## config.mk

```make
export PLATFORM = sky130hd
export DESIGN_NAME = sec_irq_hub
export DESIGN_NICKNAME = d
export VERILOG_FILES = /design/src/rtl/sec_irq_hub.sv
export SDC_FILE = /design/constraint.sdc
export NUM_CORES = 1
export LEC_CHECK = 0
export CORE_MARGIN = 2
export CORE_UTILIZATION = 40
export DETAILED_ROUTE_END_ITERATION = 6
export PLACE_DENSITY = 0.77
export SYNTH_ARGS = -nofsm -noshare
export SYNTH_HDL_FRONTEND = slang
export SYNTH_SLANG_ARGS = --single-unit
```

## constraint.sdc

```tcl
create_clock -name clk -period 4.85 [get_ports clk]
set_input_delay 0.97 -clock clk [delete_from_list [all_inputs] [get_ports clk]]
set_output_delay 0.97 -clock clk [all_outputs]
set_load 0.05 [all_outputs]
```

## src/rtl/sec_irq_hub.sv

```systemverilog
module sec_irq_hub #(
  parameter int N_APBX = 4,
  parameter int N_AHBX = 4,
  parameter int N_MPCX = 4,
  parameter int N_MSCX = 4
) (
  input  logic                     clk,
  input  logic                     rst_n,
  input  logic                     reg_wr,
  input  logic [1:0]               reg_size,
  input  logic [11:0]              reg_addr,
  input  logic [31:0]              reg_wdata,
  output logic [31:0]              reg_rdata,
  input  logic [N_APBX+N_AHBX+1:0] ppc_irq_i,
  input  logic                     mpc_irq_i,
  input  logic [N_MPCX-1:0]        mpcx_irq_i,
  input  logic [N_MSCX-1:0]        msc_irq_i,
  output logic [N_APBX+N_AHBX+1:0] ppc_en_o,
  output logic [N_APBX+N_AHBX+1:0] ppc_clr_o,
  output logic [N_MSCX-1:0]        msc_clr_o,
  output logic [N_MSCX-1:0]        msc_ns_o,
  output logic                     msc_irq_o,
  output logic [1:0]               nsc_cfg_o,
  output logic                     resp_cfg_o
);
  localparam int NPPC = N_APBX + N_AHBX + 2;
  localparam logic [11:0] A_RESP = 12'h010, A_NSC = 12'h014, A_MPC_ST = 12'h01C,
    A_PPC_ST = 12'h020, A_PPC_CLR = 12'h024, A_PPC_EN = 12'h028,
    A_MSC_ST = 12'h030, A_MSC_CLR = 12'h034, A_MSC_EN = 12'h038,
    A_BRG_ST = 12'h040, A_BRG_CLR = 12'h044, A_BRG_EN = 12'h048, A_MSC_NS = 12'h04C;

  function automatic int ppc_pos(int p);
    if (p < 2) return p;
    if (p < 2 + N_APBX) return 4 + p - 2;
    return 20 + p - 2 - N_APBX;
  endfunction

  function automatic logic [31:0] ppc_mask_f();
    logic [31:0] m = '0;
    for (int p = 0; p < NPPC; p++) m[ppc_pos(p)] = 1'b1;
    return m;
  endfunction

  localparam logic [31:0] PPC_MASK = ppc_mask_f();

  logic [11:0] waddr;
  logic        wr_ok;
  logic [31:0] ppc_vec, mpc_vec, msc_vec;
  logic [31:0] ppc_st_q, mpc_st_q, msc_st_q, ppc_en_q, msc_en_q, ppc_clr_q;
  logic [N_MSCX-1:0] msc_clr_q, msc_ns_q;
  logic [15:0] brg_en_q;
  logic [1:0]  nsc_q;
  logic        resp_q;

  assign waddr = {reg_addr[11:2], 2'b00};
  assign wr_ok = reg_wr && (reg_size == 2'd2);

  always_comb begin
    ppc_vec = '0;
    for (int p = 0; p < NPPC; p++) ppc_vec[ppc_pos(p)] = ppc_irq_i[p];
  end
  assign mpc_vec = (32'(mpcx_irq_i) << 16) | 32'(mpc_irq_i);
  assign msc_vec = 32'(msc_irq_i) << 16;

  always_ff @(posedge clk or negedge rst_n) begin
    if (!rst_n) begin
      ppc_st_q <= '0; mpc_st_q <= '0; msc_st_q <= '0;
      ppc_en_q <= '0; msc_en_q <= '0; ppc_clr_q <= '0;
      msc_clr_q <= '0; msc_ns_q <= '0; brg_en_q <= '0;
      nsc_q <= '0; resp_q <= 1'b0;
    end else begin
      ppc_st_q  <= ppc_vec;
      mpc_st_q  <= mpc_vec;
      msc_st_q  <= msc_vec;
      ppc_clr_q <= '0;
      msc_clr_q <= '0;
      if (wr_ok) begin
        case (waddr)
          A_RESP:    resp_q    <= reg_wdata[0];
          A_NSC:     nsc_q     <= reg_wdata[1:0];
          A_PPC_CLR: ppc_clr_q <= reg_wdata & PPC_MASK;
          A_PPC_EN:  ppc_en_q  <= reg_wdata & PPC_MASK;
          A_MSC_CLR: msc_clr_q <= reg_wdata[16 +: N_MSCX];
          A_MSC_EN:  msc_en_q  <= reg_wdata;
          A_BRG_EN:  brg_en_q  <= reg_wdata[31:16];
          A_MSC_NS:  msc_ns_q  <= reg_wdata[16 +: N_MSCX];
          default: ;
        endcase
      end
    end
  end

  always_comb begin
    for (int p = 0; p < NPPC; p++) begin
      ppc_en_o[p]  = ppc_en_q[ppc_pos(p)];
      ppc_clr_o[p] = ppc_clr_q[ppc_pos(p)];
    end
  end

  assign msc_clr_o  = msc_clr_q;
  assign msc_ns_o   = msc_ns_q;
  assign msc_irq_o  = |(msc_st_q & msc_en_q);
  assign nsc_cfg_o  = nsc_q;
  assign resp_cfg_o = resp_q;

  always_comb begin
    case ({reg_addr[11:2], 2'b00})
      A_RESP:   reg_rdata = 32'(resp_q);
      A_NSC:    reg_rdata = 32'(nsc_q);
      A_MPC_ST: reg_rdata = mpc_st_q;
      A_PPC_ST: reg_rdata = ppc_st_q;
      A_PPC_EN: reg_rdata = ppc_en_q;
      A_MSC_ST: reg_rdata = msc_st_q;
      A_MSC_EN: reg_rdata = msc_en_q;
      A_BRG_EN: reg_rdata = {brg_en_q, 16'h0};
      A_MSC_NS: reg_rdata = 32'(msc_ns_q) << 16;
      default:  reg_rdata = '0;
    endcase
  end


  ppc_clr_src_chk: assert property (@(posedge clk) disable iff (!rst_n)
    (ppc_clr_o != '0) |-> $past(wr_ok && waddr == A_PPC_CLR));


  msc_clr_src_chk: assert property (@(posedge clk) disable iff (!rst_n)
    (msc_clr_o != '0) |-> $past(wr_ok && waddr == A_MSC_CLR));


  msc_irq_src_chk: assert property (@(posedge clk) disable iff (!rst_n)
    msc_irq_o |-> $past(msc_irq_i != '0));


  narrow_wr_ignored_chk: assert property (@(posedge clk) disable iff (!rst_n)
    (reg_wr && reg_size != 2'd2) |=> ($stable(ppc_en_o) && $stable(msc_ns_o) && $stable(nsc_cfg_o) && $stable(resp_cfg_o)));


  ppc_en_hold_chk: assert property (@(posedge clk) disable iff (!rst_n)
    !(wr_ok && waddr == A_PPC_EN) |=> $stable(ppc_en_o));
endmodule

```

==> run_results.csv <==
group,metric,value,unit
status,status,"complete, no violations",
placement,dpl.cell_count,572,
finish,antennaDiodeCount,0,
power_and_ir_drop,ir_drop,0.129,mV
synthesis,synth_seq_cells,98,
synthesis,synth_nets,378,
synthesis,async_reset_ff_share,100,%
grt,top_usage_layer,"met2",
setup_path,path_class,"input port to primary output",
setup_path,critPathMaxFanout,6,
synthesis,ys_seq_area_share,56.9,%
timing,maxClockFrequency,239,MHz
floorplan,dieWidth,108,µm
grt,grt_pass1_wl,16700,µm
routing,drt_iter0_drc,124,
setup_path,r2r_slack,4.06,ns
power_and_ir_drop,pwr-share-clk,37.9,%
routing,routed_wl,10500,µm
floorplan,rows,37,
worst_hold_path,hp-class,"flop to flop",
synthesis,syn_area_per_cell,13.9,µm²
grt,globalRouteMet3Util,2.66,%
clock_network,clkLatencyLatePin,0.35,ns
finish,layout-drive-gt1-share,28.6,%
floorplan,core,0.0104,mm²
power_and_ir_drop,swShare,21.5,%
floorplan,die_area,0.0116,mm²
clock_network,postCtsSetupRepairBufs,0,
power_and_ir_drop,combPwrFrac,7.2,%
timing,finClkSkew,0,ns
routing,via_count,3019,
grt,antenna_found_initial,0,
floorplan,die_y,108,µm
clock_network,cts.sinks,98,
finish,multiInputGateArea,0.00175,mm²
clock_network,cts_resized,0,
synthesis,yosys.area_share.simple,12.3,%
placement,io_buffers,129,
timing,hold_viol,0,
job,cap_violations,0,
power_and_ir_drop,power,1520,µW
routing,drc,0,
setup_path,crit_required,3.88,ns
clock_network,clk_path_buf_depth,2,
synthesis,synth-compound-area-share,4.53,%
grt,grt_usage,18.8,%
setup_path,crit_path_end_kind,"primary output",
finish,area_growth,44.7,%
clock_network,cts_buffers,9,
placement,routabilityCongestion,0.773,
routing,wl_per_cell,17.8,µm
power_and_ir_drop,power.density,243,mW/mm²
clock_network,clk_pin_slew,0.09,ns
grt,grtUsageMet1,23.8,%
clock_network,cts_tree,"yes",
timing,relSlewSlack,48.7,%
timing,worstMarginPinSlew,0.769,ns
finish,nFillCells,840,
clock_network,cts-root-buf,"clkbuf_8",
grt,grt_max_degree,51,
synthesis,yosys.area_share.adder,0,%
timing,setup_violations,0,
synthesis,synth_ff_type,"dfrtp_1",
grt,grt_overflow,0,
finish,nets,515,
power_and_ir_drop,p_int,1190,µW
clock_network,cts.htree.levels,3,
finish,stdcell_count,587,
timing,post-route-period-util,86.2,%
finish,seq_area,0.00245,mm²
synthesis,yosysWarnings,0,
grt,grt_pass1_vias,3320,
grt,grt_util_met2,32.5,%
routing,drtPass1Iterations,4,
synthesis,synth_top_family_by_area,"multiplexers",
synthesis,syn_area,0.00431,mm²
routing,vias_per_cell,5.14,
setup_path,arrival,3.21,ns
timing,period_needed,4.18,ns
floorplan,start_util,41.6,%
clock_network,hold_buffers,0,
timing,rsz0062_at_grt,"no",
floorplan,io_pins,132,
timing,tns,0,ns
power_and_ir_drop,p_sw,326,µW
placement,post-dp-hpwl,7670,µm
routing,postRouteAntennaNets,0,
synthesis,synth_xor_area_share,0,%
setup_path,start_kind,"input port",
synthesis,syn_inst,310,
synthesis,synth_mux_area_share,23.8,%
power_and_ir_drop,p_leak,0.00286,µW
synthesis,synth-edff-count,0,
timing,maxSlewViolCount,0,
synthesis,ys_types,41,
power_and_ir_drop,power_frac_seq,54.8,%
[cells in the final DEF, fill, tap and decap left out, types with 10 or more instances in the layout]
cell	instances
mux2_4	30
clkbuf_8	10
buf_4	15
nor3_1	11
and2_1	21
clkdlybuf4s50_1	96
nand2_1	13
mux2i_1	18
dfrtp_1	98
mux2_2	35
buf_12	28
[routing by layer]
layer,wire length (µm),up-vias,share of wire [%]
met5,0,-,0
met4,189,0,1.8
met3,358,15,3.4
met2,5310,84,51
met1,4620,1537,44
li1,-,1383,-
[cell families (layout without fill, tap and decap cells)]
group           count (synthesis)  count (layout)
buf+inv                        17             158
mux                            83              83
flops                          98              98
simple gates                   88              88
compound gates                 24              24
[state kept, by name, indices dropped and copies added, names as in the netlist, 5 cells and up]
register	cells
ppc_st_q	10
ppc_clr_q	10
msc_en_q	32
mpc_st_q	5
ppc_en_q	10
brg_en_q	16
[synthesized netlist by cell type (2+ instances only)]
| cell | count | share of area (%) |
|---|---|---|
| dfrtp_1 | 98 | 57 |
| mux2_2 | 35 | 9.1 |
| mux2_4 | 30 | 10 |
| and2_1 | 21 | 3.0 |
| mux2i_1 | 18 | 4.2 |
| nand2_1 | 13 | 1.1 |
| nor3_1 | 11 | 1.3 |
| a22o_1 | 8 | 1.6 |
| nor2_1 | 8 | 0.70 |
| nand3_1 | 7 | 0.81 |
| and3_1 | 5 | 0.73 |
| buf_6 | 5 | 1.3 |
| or3_1 | 5 | 0.73 |
| inv_1 | 4 | 0.35 |
| o21ai_0 | 4 | 0.46 |
| a221o_1 | 3 | 0.70 |
| buf_2 | 3 | 0.35 |
| clkbuf_1 | 3 | 0.26 |
| a22oi_1 | 2 | 0.35 |
| a311o_1 | 2 | 0.46 |
| nand2b_1 | 2 | 0.29 |
| nand3b_1 | 2 | 0.35 |
| nor3_4 | 2 | 0.75 |
| nor4b_1 | 2 | 0.41 |
[critical path: stages]
cell	delay, ns
clkdlybuf4s50_1	0.46
nor4_1	0.54
nand3b_1	0.27
or2_2	0.42
o21ai_0	0.36
buf_12	0.19
[path summary, 6_finish.rpt]
| kind | startpoint | to | cells past startpoint |
|---|---|---|---|
| min in group asynchronous | rst_n | ppc_en_q[4] | 1 |
| setup / recovery | reg_addr[7] | reg_rdata[4] | 6 |
| max in group asynchronous | rst_n | msc_en_q[0] | 2 |
| setup reg to reg | msc_ns_o[3] | msc_ns_o[3] | 1 |
| hold reg to reg | msc_en_q[8] | msc_en_q[8] | 1 |
| hold / removal | msc_en_q[8] | msc_en_q[8] | 1 |
[metrics by stage]
stage,hold WS (ns),setup WS (ns),util [%],instance area [µm²]
floorplan,0.473,0.236,-,4310
global placement,0.482,0.739,58.0,6020
detailed placement,0.487,0.675,58.0,6020
CTS,0.512,0.667,60.1,6240
global route,0.521,0.452,60.1,6240
finish,0.508,0.671,60.1,6240
[power by group through the flow]
stage,logic (µW),registers [µW],clock network (µW)
after floorplan,25.9,848,0
after global placement,109,847,0
after detailed placement,111,847,0
after CTS,112,831,588
after global routing,119,832,619
final,110,831,575
[area by class of cell]
cell class              instances  area share (%)
clock buffers                  11            2.27
clock inverters                 4            1.22
inverters                       4           0.241
multi-input cells             195            28.0
flip-flops and latches         98            39.3
well taps                     136            2.73
repair buffers                139            26.2
Power figures use the tool's default switching activity.
